`config.mk`:
```
export PLATFORM = sky130hd
export DESIGN_NAME = nor_seq
export DESIGN_NICKNAME = d
export VERILOG_FILES = /design/src/rtl/nor_seq_pkg.sv /design/src/rtl/nor_status_chk.sv /design/src/rtl/nor_poll_timer.sv /design/src/rtl/nor_seq.sv
export SDC_FILE = /design/constraint.sdc
export NUM_CORES = 1
export LEC_CHECK = 0
export ABC_CLOCK_PERIOD_IN_PS = 3050
export BUFFER_PORTS_ARGS = -buffer_cell sky130_fd_sc_hd__buf_2
export CAP_MARGIN = 10
export CORE_ASPECT_RATIO = 1.2
export CORE_UTILIZATION = 40
export DETAILED_ROUTE_END_ITERATION = 10
export PLACE_DENSITY = 0.63
export SYNTH_ARGS = -nofsm -noshare
export SYNTH_HDL_FRONTEND = slang
export SYNTH_HIERARCHICAL = 1
export SYNTH_SLANG_ARGS = --single-unit
export TNS_END_PERCENT = 5
```
`constraint.sdc`:
```
create_clock -name clk -period 3.05 [get_ports clk]
set_input_delay 0.915 -clock clk [delete_from_list [all_inputs] [get_ports clk]]
set_output_delay 0.915 -clock clk [all_outputs]
set_load 0.05 [all_outputs]
```
`src/rtl/nor_seq_pkg.sv`:
```
package nor_seq_pkg;

  typedef enum logic [2:0] {
    S_IDLE, S_RST, S_SETUP, S_CONF, S_PRD, S_PCHK, S_EXIT, S_FIN
  } seq_state_t;

  localparam logic [1:0] ERR_NONE = 2'd0;
  localparam logic [1:0] ERR_DEV  = 2'd1;
  localparam logic [1:0] ERR_TMO  = 2'd2;

  localparam logic [7:0] OP_RESET   = 8'hFF;
  localparam logic [7:0] OP_ERASE   = 8'h20;
  localparam logic [7:0] OP_CONFIRM = 8'hD0;
  localparam logic [7:0] OP_PROG    = 8'h40;

  function automatic logic stat_ready(input logic [7:0] s);
    return s[7];
  endfunction

  function automatic logic stat_fault(input logic [7:0] s);
    return s[7] && (s[6:0] != 7'd0);
  endfunction

endpackage

```
`src/rtl/nor_status_chk.sv`:
```
module nor_status_chk
  import nor_seq_pkg::*;
(
  input  logic [7:0] status,
  output logic       rdy,
  output logic       fault
);
  always_comb begin
    rdy   = stat_ready(status);
    fault = stat_fault(status);
  end
endmodule

```
`src/rtl/nor_poll_timer.sv`:
```
module nor_poll_timer #(
  parameter int TW = 16
) (
  input  logic          clk,
  input  logic          rst_n,
  input  logic          clr,
  input  logic          run,
  input  logic [TW-1:0] limit,
  output logic          expired
);
  logic [TW-1:0] cnt;

  always_ff @(posedge clk or negedge rst_n) begin
    if (!rst_n)                 cnt <= '0;
    else if (clr)               cnt <= '0;
    else if (run && cnt != '1)  cnt <= cnt + TW'(1);
  end

  assign expired = cnt > limit;

  // the counter saturates rather than wrapping back under the limit
  a_r6_saturate: assert property (@(posedge clk) disable iff (!rst_n)
    (run && !clr && cnt == '1) |=> cnt == '1);
endmodule

```
`src/rtl/nor_seq.sv`:
```
module nor_seq
  import nor_seq_pkg::*;
#(
  parameter int AW       = 16,
  parameter int LW       = 16,
  parameter int TW       = 16,
  parameter int CMD_ADDR = 'h555
) (
  input  logic          clk,
  input  logic          rst_n,
  input  logic          req_valid,
  output logic          req_ready,
  input  logic          req_prog,
  input  logic [AW-1:0] req_offset,
  input  logic [LW-1:0] req_len,
  input  logic          mode16,
  input  logic          wr_byte_valid,
  input  logic [7:0]    wr_byte,
  output logic          wr_byte_ready,
  input  logic [TW-1:0] erase_limit,
  input  logic [TW-1:0] prog_limit,
  output logic          mem_we,
  output logic          mem_re,
  output logic [AW-1:0] mem_addr,
  output logic [7:0]    mem_wdata,
  input  logic [7:0]    mem_rdata,
  output logic          done,
  output logic          err,
  output logic [1:0]    err_code,
  output logic [7:0]    fail_status
);
  localparam logic [AW-1:0] CMD_BASE = AW'(CMD_ADDR);

  function automatic logic [AW-1:0] cmd_addr(input logic wide);
    return wide ? {CMD_BASE[AW-2:0], 1'b0} : CMD_BASE;
  endfunction

  seq_state_t    st;
  logic          op_prog;
  logic [AW-1:0] cur_ofs;
  logic [LW-1:0] remain;

  // named internal events
  logic stat_rdy, stat_fault, tmo_exp;
  logic accept, chk_fault, chk_ok, chk_tmo, last_byte;

  nor_status_chk u_stat (
    .status (mem_rdata),
    .rdy    (stat_rdy),
    .fault  (stat_fault)
  );

  nor_poll_timer #(.TW(TW)) u_timer (
    .clk     (clk),
    .rst_n   (rst_n),
    .clr     (st == S_CONF),
    .run     (st == S_PRD || st == S_PCHK),
    .limit   (op_prog ? prog_limit : erase_limit),
    .expired (tmo_exp)
  );

  assign req_ready = (st == S_IDLE);
  assign done      = (st == S_FIN);
  assign accept    = req_valid && req_ready;
  assign last_byte = !op_prog || (remain == LW'(1));
  assign chk_fault = (st == S_PCHK) && stat_fault;
  assign chk_ok    = (st == S_PCHK) && stat_rdy && !stat_fault;
  assign chk_tmo   = (st == S_PCHK) && !stat_rdy && tmo_exp;

  always_comb begin
    mem_we        = 1'b0;
    mem_re        = 1'b0;
    mem_addr      = cur_ofs;
    mem_wdata     = OP_RESET;
    wr_byte_ready = 1'b0;
    case (st)
      S_RST, S_EXIT: begin
        mem_we   = 1'b1;
        mem_addr = cmd_addr(mode16);
      end
      S_SETUP: begin
        mem_we    = 1'b1;
        mem_wdata = op_prog ? OP_PROG : OP_ERASE;
      end
      S_CONF: begin
        if (op_prog) begin
          wr_byte_ready = 1'b1;
          mem_we        = wr_byte_valid;
          mem_wdata     = wr_byte;
        end else begin
          mem_we    = 1'b1;
          mem_wdata = OP_CONFIRM;
        end
      end
      S_PRD:   mem_re = 1'b1;
      default: ;
    endcase
  end

  always_ff @(posedge clk or negedge rst_n) begin
    if (!rst_n) begin
      st          <= S_IDLE;
      op_prog     <= 1'b0;
      cur_ofs     <= '0;
      remain      <= '0;
      err         <= 1'b0;
      err_code    <= ERR_NONE;
      fail_status <= 8'h00;
    end else begin
      case (st)
        S_IDLE: if (accept) begin
          op_prog     <= req_prog;
          cur_ofs     <= req_offset;
          remain      <= req_len;
          err         <= 1'b0;
          err_code    <= ERR_NONE;
          fail_status <= 8'h00;
          st          <= (req_prog && req_len == '0) ? S_FIN : S_RST;
        end
        S_RST:   st <= S_SETUP;
        S_SETUP: st <= S_CONF;
        S_CONF:  if (!op_prog || wr_byte_valid) st <= S_PRD;
        S_PRD:   st <= S_PCHK;
        S_PCHK: begin
          if (chk_fault) begin
            err <= 1'b1; err_code <= ERR_DEV; fail_status <= mem_rdata;
            st  <= S_FIN;
          end else if (chk_ok) begin
            if (last_byte) st <= S_EXIT;
            else begin
              cur_ofs <= cur_ofs + AW'(1);
              remain  <= remain - LW'(1);
              st      <= S_RST;
            end
          end else if (chk_tmo) begin
            err <= 1'b1; err_code <= ERR_TMO; fail_status <= mem_rdata;
            st  <= S_FIN;
          end else st <= S_PRD;
        end
        S_EXIT:  st <= S_FIN;
        default: st <= S_IDLE;
      endcase
    end
  end

  // completion is a single-cycle pulse
  a_r10_done_pulse: assert property (@(posedge clk) disable iff (!rst_n)
    done |=> !done);
  // nothing touches memory while idle
  a_r1_idle_quiet: assert property (@(posedge clk) disable iff (!rst_n)
    req_ready |-> (!mem_we && !mem_re));
  // a latched device fault is a ready status with fault bits
  a_r5_fault_latched: assert property (@(posedge clk) disable iff (!rst_n)
    (done && err_code == ERR_DEV) |-> (fail_status[7] && fail_status[6:0] != 7'd0));
  // a timeout is only taken on a busy status
  a_r6_tmo_busy: assert property (@(posedge clk) disable iff (!rst_n)
    (done && err_code == ERR_TMO) |-> !fail_status[7]);
  // the program address steps by one after a clean byte
  a_r3_ofs_step: assert property (@(posedge clk) disable iff (!rst_n)
    (chk_ok && !last_byte) |=> cur_ofs == $past(cur_ofs) + AW'(1));
  // no data write while the stream is empty
  a_r8_wait_valid: assert property (@(posedge clk) disable iff (!rst_n)
    (wr_byte_ready && !wr_byte_valid) |-> !mem_we);
  // a read strobe is never combined with a write
  a_r4_rd_wr_excl: assert property (@(posedge clk) disable iff (!rst_n)
    !(mem_we && mem_re));
endmodule

```
==> results of run 1 <==
## final timing paths
check / cells after the start / to / slack (ns) / startpoint
max in group asynchronous: 2 / u_timer/cnt[13]$_DFFE_PN0P_ / 1.73 / rst_n
worst min-delay path: 2 / err$_DFFE_PN0P_ / 0.48 / err$_DFFE_PN0P_
worst max register to register: 12 / st[0]$_DFFE_PN0P_ / 0.17 / op_prog$_DFFE_PN0P_
worst min register to register: 2 / err$_DFFE_PN0P_ / 0.48 / err$_DFFE_PN0P_
min in group asynchronous: 2 / cur_ofs[14]$_DFFE_PN0P_ / 0.76 / rst_n
worst max-delay path: 12 / st[0]$_DFFE_PN0P_ / 0.12 / prog_limit[15]
## worst max-delay path: cells and delay by family
kind                       cells  cell delay [ns]
muxes                          1             0.26
and+or+nand+nor                3             0.42
AOI/OAI and AO/OA              4             0.92
buffers and inverters          3             0.35
adders and majority gates      1             0.24
## report_power, final
part | total, uW | switching [uW] | internal (uW)
Sequential | 1520 | 382 | 1130
Combinational | 3320 | 2270 | 1050
Clock | 904 | 349 | 555
Total | 5740 | 3000 | 2740
## through the flow
| step | TNS (ns) | total power [uW] | hold slack (ns) |
|---|---|---|---|
| 6_report | 0 | 5740 | 0.477 |
| 5_1_grt | -0.00166 | 6120 | 0.505 |
| 4_1_cts | 0 | 5760 | 0.476 |
| 3_5_place_dp | -3.54 | 4840 | 0.464 |
| 3_3_place_gp | -1.66 | 4760 | 0.470 |
| 2_1_floorplan | -0.0554 | 4050 | 0.496 |
## registers in the layout, indices dropped and copies added (netlist names)
register and count:
fail_status 8, remain 16, op_prog 1, err_code 2, err 1, st 3
cur_ofs 16, u_timer/cnt 16
## cell type report
cell class	instances	area (um^2)	area share
Timing Repair Buffer	142	766	0.134
Sequential cell	63	1580	0.276
Multi-Input combinational cell	441	2820	0.493
Clock inverter	2	10.0	0.00175
Inverter	28	105	0.0184
Clock buffer	11	243	0.0425
Tap cell	154	193	0.0337
## cells in the mapped netlist (2+ instances only)
cell type | count | share of area
o21ai_0 | 33 | 0.036
nor4_2 | 2 | 0.0054
o211ai_1 | 2 | 0.0032
nor4_1 | 7 | 0.0095
or3_1 | 8 | 0.011
or4_1 | 7 | 0.011
a41oi_1 | 2 | 0.0038
o2111ai_1 | 2 | 0.0038
a31oi_1 | 2 | 0.0027
nand3_1 | 26 | 0.028
ha_1 | 20 | 0.054
a21oi_2 | 3 | 0.0057
nand2_1 | 76 | 0.062
nand4_1 | 16 | 0.022
a2bb2oi_1 | 4 | 0.0076
clkbuf_1 | 18 | 0.015
buf_6 | 5 | 0.012
o22ai_1 | 12 | 0.016
xor2_1 | 2 | 0.0038
dfrtp_1 | 63 | 0.34
inv_1 | 28 | 0.023
nor2_1 | 36 | 0.029
nor2b_1 | 8 | 0.011
and3_1 | 5 | 0.0068
mux2_2 | 19 | 0.046
a21o_1 | 16 | 0.026
nor3_1 | 10 | 0.011
nor4_4 | 3 | 0.014
o22a_1 | 2 | 0.0038
buf_2 | 5 | 0.0054
mux2i_1 | 4 | 0.0087
and4_1 | 5 | 0.0095
and2_1 | 9 | 0.012
o31ai_1 | 6 | 0.0097
a21oi_1 | 66 | 0.071
## cell usage in the layout, fill, tap and decap left out, drive strengths merged, types with 2 or more instances in the layout
master | synthesis | final
xor2 | 2 | 2
a21boi | 2 | 2
or3 | 9 | 9
o22ai | 12 | 12
o2111ai | 2 | 2
and3 | 5 | 5
o22a | 2 | 2
o31ai | 6 | 6
a41oi | 2 | 2
o41ai | 2 | 2
nand2 | 77 | 77
ha | 20 | 20
nand3 | 26 | 26
clkbuf | 18 | 11
nand4 | 18 | 18
a21oi | 69 | 69
or4 | 7 | 7
clkinv | 0 | 2
nor3 | 10 | 10
a2bb2oi | 5 | 5
mux2 | 19 | 19
inv | 28 | 28
a31oi | 2 | 2
and2 | 9 | 9
dfrtp | 63 | 63
nor2b | 8 | 8
a21o | 16 | 16
nor2 | 36 | 36
and4 | 6 | 6
mux2i | 4 | 4
o21ai | 34 | 34
buf | 11 | 142
nor4 | 12 | 12
o211ai | 2 | 2
nand2b | 2 | 2
## kinds of logic (layout without fill, tap and decap cells)
kind of cell,count (synthesis),after routing,synth area share
simple gates,229,229,0.267
compound gates,166,166,0.221
flops,63,63,0.341
buf+inv,57,183,0.0565
mux,23,23,0.0549
fa+ha+maj,20,20,0.0541
xor+xnor,3,3,0.00568
## metal layers
layer | part of all wire | routed length (um)
met1 | 0.44 | 5570
met2 | 0.49 | 6240
met3 | 0.052 | 653
met4 | 0.013 | 170
met5 | 0 | 0
==> metrics.yaml, run 1 <==
critical_path:
  arrival_ns: 3.10
  max_stage_delay_ns: 0.33
  cp-end-kind: "flop"
  path_class: "input pin to flop"
  critPathLaunchType: "input pin"
  crit_fanout: 11
  cp_slowest_cell: "o31a_1"
  cp.required_ns: 3.22
  worstPathCellList: "buf_2 -> mux2_2 -> inv_1 -> ha_1 -> nand4_1 -> nor2_1 -> a221o_1 -> o31a_1 -> nor2b_2 -> o21ai_0 -> buf_4 -> a41oi_1"
finish:
  fin_cells: 841
  num-nets-final: 791
  final_area_um2: 5710
  layout-drive-gt1-share: 0.284
  post-route-util: 0.513
  n_antenna_cell: 0
  area_delta_synth_final_pct: 23.4
  n_fill_cell: 1120
clocking:
  cts_resized: 0
  numCtsBuffers: 9
  clock_path_buffers: 2
  cts_tree: "built"
  post-cts-setup-buffer-count: 0
  clkSinkCount: 63
  root_buffer: "clkbuf_16"
  path_clk_slew_ns: 0.05
  hold_buffers: 0
  clock_latency_ns: 0.33
  h-tree-depth: 3
hold_path:
  hp-class: "flop to flop"
synthesis:
  synth-main-ff-cell: "dfrtp_1"
  syn_avg_cell_area_um2: 8.25
  synth_cells: 561
  async_flop_share: 1.00
  synth_seq_area_share: 0.341
  synth_cell_types: 64
  synth_edf_count: 0
  yosys_warnings: 6
  syn_area_um2: 4630
  ys_seq_elements: 63
  syn-num-nets: 667
outcome:
  status: "completed"
global_route:
  grt_max_degree: 74
  first_global_vias: 4428
  grt_usage: 0.215
  grt_util_met3: 0.0344
  top_usage_layer: "met2"
  overflow: 0
  met2_usage: 0.368
  grtUsageMet1: 0.278
  grt_pass1_wl_um: 20600
  antenna_found_initial: 0
placement:
  port_buffers: 125
  hpwl_um: 9330
  place_congestion: 0.819
  place_inst: 828
  place_ws_ns: -0.333
  dpl_cell_area_um2: 5440
floorplanning:
  die_x_um: 100
  rows: 42
  coreArea_um2: 11100
  initial_core_util: 0.415
  die_h_um: 120
  io_pins: 126
  die_area_um2: 12000
pwr:
  peakVddDrop_uv: 785
  leakagePower_uw: 0.00270
  powerDensity_nw_per_um2: 1010
sta:
  setup_viol: 0
  worstMarginPinSlew_ns: 0.836
  fin_crit_ns: 2.93
  final-hold-violation-count: 0
  slew_viol_final: 0
  grt_setup_unrepaired: "yes"
  max_slew_margin: 0.443
  skew_ns: 0.00670
  max_freq_mhz: 342
  fin_crit_sh: 0.960
  setup_ws_ns: 0.123
job:
  cap_violations: 0
routing:
  drc: 0
  wirelength_um: 12600
  ant_nets: 0
  drt-initial-drc-count: 234
  vias: 4671
  avgRoutedWirePerCell_um: 15.0
  via_per_inst: 5.55
  firstDrtPassIters: 4
Note: power is estimated with default switching activity, not from simulation.
==> inputs of run 2 (changes only) <==
--- a/config.mk
+++ b/config.mk
@@ -11,9 +11,8 @@
 export CORE_ASPECT_RATIO = 1.2
 export CORE_UTILIZATION = 40
 export DETAILED_ROUTE_END_ITERATION = 10
-export PLACE_DENSITY = 0.63
+export PLACE_DENSITY = 0.67
 export SYNTH_ARGS = -nofsm -noshare
 export SYNTH_HDL_FRONTEND = slang
 export SYNTH_HIERARCHICAL = 1
 export SYNTH_SLANG_ARGS = --single-unit
-export TNS_END_PERCENT = 5
==> run 2 against run 1 <==
  * Routed wire length is 5.2% higher
  * Highest routed layer unchanged
  * Clock power is 13% higher
  * Sequential cell count stayed put
  * Clock skew is 0.0027 ns lower
  * Cell area is 2.1% higher
  * Critical path depth is 7 lower
  * Global-route usage is 1.6 points higher
  * Setup slack better by 0.0059 ns
  * Worst hold slack hardly changed
  * Critical endpoint is now mem_addr[0]
  * Die area stayed put
  * Register-to-register slack hardly changed
==> metrics.yaml, run 2 (synthesized netlist as in run 1, its figures left out) <==
clocking:
  clock_path_buffers: 2
  post-cts-setup-buffer-count: 0
  cts_tree: "built"
  h-tree-depth: 3
  clkSinkCount: 63
  path_clk_slew_ns: 0.05
  clock_latency_ns: 0.33
  root_buffer: "clkbuf_16"
  cts_resized: 0
  numCtsBuffers: 9
  hold_buffers: 0
critical_path:
  r2r-start: "op_prog$_DFFE_PN0P_"
  crit_fanout: 12
  r2r-end: "fail_status[0]$_DFFE_PN0P_"
  path_class: "flop to primary output"
  critPathLaunchType: "flop"
  cp.required_ns: 2.13
  r2r_slack_ns: 0.17
  cp-end-kind: "primary output"
  r2r_cells: 13
  arrival_ns: 2.01
hold_path:
  hp-class: "flop to flop"
  hold_path_startpoint: "err$_DFFE_PN0P_"
  min_to: "err$_DFFE_PN0P_"
  min_path_cells: 2
sta:
  fin_crit_sh: 0.958
  max_slew_margin: 0.489
  setup_viol: 0
  max_freq_mhz: 342
  skew_ns: 0.00399
  fin_crit_ns: 2.92
  final-hold-violation-count: 0
  slew_viol_final: 0
  worstMarginPinSlew_ns: 0.766
finish:
  area_delta_synth_final_pct: 26.0
  n_fill_cell: 1071
  final_cell_mix: "buf_2 (125), nand2_1 (76), a21oi_1 (66)"
  final_area_um2: 5830
  final_common_cell: "buf_2"
  largestRegisters: "cur_ofs: 16 flops, remain: 16 flops, u_timer/cnt: 16 flops"
  post-route-util: 0.523
  num-nets-final: 799
  fin_cells: 852
  layout-drive-gt1-share: 0.295
  n_antenna_cell: 0
placement:
  place_congestion: 0.872
  hpwl_um: 9840
  dpl_cell_area_um2: 5530
  place_inst: 836
  port_buffers: 125
job:
  cap_violations: 0
global_route:
  grt_max_degree: 49
  top_usage_layer: "met2"
  grt_pass1_wl_um: 22000
  overflow: 0
  antenna_found_initial: 0
  met2_usage: 0.393
  grt_usage: 0.231
  grtUsageMet1: 0.282
  first_global_vias: 4694
  grt_util_met3: 0.0344
routing:
  drt-initial-drc-count: 221
  avgRoutedWirePerCell_um: 15.6
  ant_nets: 0
  firstDrtPassIters: 5
  wirelength_um: 13300
  via_per_inst: 5.62
  drc: 0
  vias: 4792
pwr:
  peakVddDrop_uv: 490
  powerDensity_nw_per_um2: 1020
  leakagePower_uw: 0.00276
floorplanning:
  die_x_um: 100
  io_pins: 126
  die_area_um2: 12000
  coreArea_um2: 11100
  rows: 42
  die_h_um: 120
  initial_core_util: 0.415
outcome:
  status: "completed"
==> run 2: cell count changes in the layout (fill, tap and decap cells not counted), sizes merged <==
cell,delta
clkbuf,+1
buf,+8
bufinv,+1
clkinv,+1
==> run 2: layout make-up <==
type | instances | area (um^2) | share of cell area
Clock buffer | 12 | 246 | 0.0423
Tap cell | 154 | 193 | 0.0331
Timing Repair Buffer | 150 | 851 | 0.146
Multi-Input combinational cell | 441 | 2810 | 0.483
Sequential cell | 63 | 1580 | 0.270
Clock inverter | 4 | 45.0 | 0.00773
Inverter | 28 | 105 | 0.0180
==> run 2: through the flow <==
step	total power, uW	setup TNS [ns]	hold slack [ns]	setup slack [ns]
6_report	5960	0	0.477	0.129
5_1_grt	6370	-0.00395	0.517	-0.00395
4_1_cts	5990	0	0.478	0.101
3_5_place_dp	4950	-2.54	0.465	-0.243
3_3_place_gp	4870	-1.82	0.465	-0.176
2_1_floorplan	4050	0	0.496	0.0195
==> run 2: critical path: stages, from the launching register on <==
cell	delay (ns)
dfrtp_1	0.48
and3_1	0.22
a21oi_2	0.30
buf_4	0.26
a21o_1	0.15
buf_2	0.26
==> run 2: per-layer routing <==
metal  share of wire  vias up
met1            0.42     2293
met2            0.50      145
met4           0.026        0
li1                -     2329
met3           0.050       25
met5               0        -
==> run 2: power breakdown <==
group          internal [uW]  total (uW)  switching (uW)
logic                   1100        3450            2350
registers               1130        1500             367
clock network            651        1020             366
total                   2890        5960            3080
==> run 2: worst max-delay path by stage <==
| stage | startpoint | endpoint | slack, ns | depth (start not counted) |
|---|---|---|---|---|
| after global placement | prog_limit[14] | err_code[0]$_DFFE_PN0P_ | -0.18 | 13 |
| final | st[1]$_DFFE_PN0P_ | mem_addr[0] | 0.13 | 5 |
| after global routing | op_prog$_DFFE_PN0P_ | err_code[0]$_DFFE_PN0P_ | -0.004 | 13 |
| after CTS | prog_limit[14] | fail_status[0]$_DFFE_PN0P_ | 0.10 | 13 |
| after detailed placement | prog_limit[14] | err_code[0]$_DFFE_PN0P_ | -0.24 | 13 |
| after floorplan | prog_limit[14] | err_code[0]$_DFFE_PN0P_ | 0.02 | 12 |
==> inputs of run 3 (changes only) <==
--- a/config.mk
+++ b/config.mk
@@ -10,7 +10,9 @@
 export CAP_MARGIN = 10
 export CORE_ASPECT_RATIO = 1.2
 export CORE_UTILIZATION = 40
+export CTS_CLUSTER_SIZE = 14
 export DETAILED_ROUTE_END_ITERATION = 10
+export MAX_ROUTING_LAYER = met4
 export PLACE_DENSITY = 0.67
 export SYNTH_ARGS = -nofsm -noshare
 export SYNTH_HDL_FRONTEND = slang
==> run 3 against run 2 <==
  * Clock power about the same
  * Cell area unchanged
  * Non-clock buffer count unchanged
  * Register-to-register slack about the same
  * Via count decreased by 0.33%
==> metrics.yaml, run 3 (synthesized netlist as in run 1, its figures left out) <==
global_route:
  overflow: 0
  grt_pass1_wl_um: 22000
  grt_max_degree: 49
  antenna_found_initial: 0
  first_global_vias: 4695
  grt_usage: 0.238
pwr:
  switching_share: 0.516
  pwr-share-clk: 0.171
  power_frac_comb: 0.577
  p_int_uw: 2890
  p_sw_uw: 3080
  leakagePower_uw: 0.00276
  sequentialPowerShare: 0.252
  powerDensity_nw_per_um2: 1020
  p_total_uw: 5970
  peakVddDrop_uv: 491
critical_path:
  arrival_ns: 2.00
  cp-end-kind: "primary output"
  path_class: "flop to primary output"
  r2r_cells: 13
  crit_fanout: 12
  cp.required_ns: 2.13
  critPathLaunchType: "flop"
sta:
  max_slew_margin: 0.485
  setup_ws_ns: 0.131
  worstMarginPinSlew_ns: 0.772
  final-hold-violation-count: 0
  max_freq_mhz: 343
  fin_crit_ns: 2.92
  slew_viol_final: 0
  setup_viol: 0
  fin_crit_sh: 0.957
  skew_ns: 0.00274
placement:
  place_ws_ns: -0.243
  hpwl_um: 9840
  port_buffers: 125
  dpl_cell_area_um2: 5530
  place_congestion: 0.886
routing:
  vias: 4776
  drt-initial-drc-count: 243
  wirelength_um: 13300
  drc: 0
  ant_nets: 0
  avgRoutedWirePerCell_um: 15.6
  firstDrtPassIters: 5
  via_per_inst: 5.61
clocking:
  clkSinkCount: 63
  numCtsBuffers: 9
  cts_tree: "built"
  clock_latency_ns: 0.33
  root_buffer: "clkbuf_16"
  clock_path_buffers: 2
  path_clk_slew_ns: 0.05
  h-tree-depth: 3
finish:
  final_common_cell: "buf_2"
  area_delta_synth_final_pct: 26.0
  multi_input_area_um2: 2810
  n_fill_cell: 1071
  num-nets-final: 799
  final_cell_mix: "buf_2 (125), nand2_1 (76), a21oi_1 (66)"
  largestRegisters: "cur_ofs: 16 flops, remain: 16 flops, u_timer/cnt: 16 flops"
  n_antenna_cell: 0
  post-route-util: 0.523
  final_area_um2: 5830
  layout-drive-gt1-share: 0.295
  seq_area_um2: 1580
floorplanning:
  die_x_um: 100
  coreArea_um2: 11100
  io_pins: 126
  rows: 42
  initial_core_util: 0.415
  die_h_um: 120
  die_area_um2: 12000
hold_path:
  min_path_cells: 2
  hp-class: "flop to flop"
outcome:
  status: "completed"
job:
  cap_violations: 0
[run 3: per-layer routing]
layer / up-vias / wire (um) / global-route usage / share of wire
met5: - / 0 / - / 0
met4: 0 / 340 / 0.119 / 0.026
met1: 2272 / 5690 / 0.283 / 0.43
met2: 153 / 6610 / 0.393 / 0.50
li1: 2323 / - / - / -
met3: 28 / 649 / 0.0326 / 0.049
[run 3: layout make-up]
type	count	area share
clock buffers	12	0.0423
clock inverters	4	0.00773
inverters	28	0.0180
multi-input cells	441	0.483
flip-flops and latches	63	0.270
well taps	154	0.0331
repair buffers	150	0.146
[run 3: worst max-delay path, cell delays in order (launching register included)]
cell,delay (ns)
dfrtp_1,0.47
and3_1,0.22
a21oi_2,0.30
buf_4,0.26
a21o_1,0.15
buf_2,0.26
[run 3: final timing paths]
kind / start / endpoint / slack [ns]
min in group asynchronous: rst_n / op_prog$_DFFE_PN0P_ / 0.66
max in group asynchronous: rst_n / remain[11]$_DFFE_PN0P_ / 1.74
worst max register to register: op_prog$_DFFE_PN0P_ / err_code[0]$_DFFE_PN0P_ / 0.18
worst min-delay path: err$_DFFE_PN0P_ / err$_DFFE_PN0P_ / 0.48
worst min register to register: err$_DFFE_PN0P_ / err$_DFFE_PN0P_ / 0.48
worst max-delay path: st[1]$_DFFE_PN0P_ / mem_addr[0] / 0.13
[run 3: power groups by stage]
stage          registers, uW  logic (uW)  clock network [uW]
3_3_place_gp            1490        3380                   0
5_1_grt                 1560        3730                1090
2_1_floorplan           1520        2520                   0
6_report                1500        3450                1020
4_1_cts                 1490        3460                1040
3_5_place_dp            1510        3440                   0
[run 3: what timing repair did]
| item | in CTS | in global routing |
|---|---|---|
| setup buffers | 0 | 0 |
| hold buffers | 0 | 0 |
| setup endpoints to repair | 0 | 11 |
| resized for setup | 0 | 3 |
[run 3: per-stage QoR]
| stage | hold WS (ns) | std cells | setup TNS (ns) |
|---|---|---|---|
| 6_report | 0.477 | 852 | 0 |
| 5_1_grt | 0.518 | 852 | -0.00682 |
| 4_1_cts | 0.478 | 852 | 0 |
| 3_5_place_dp | 0.465 | 836 | -2.54 |
| 3_3_place_gp | 0.465 | 836 | -1.82 |
| 2_1_floorplan | 0.496 | 561 | 0 |
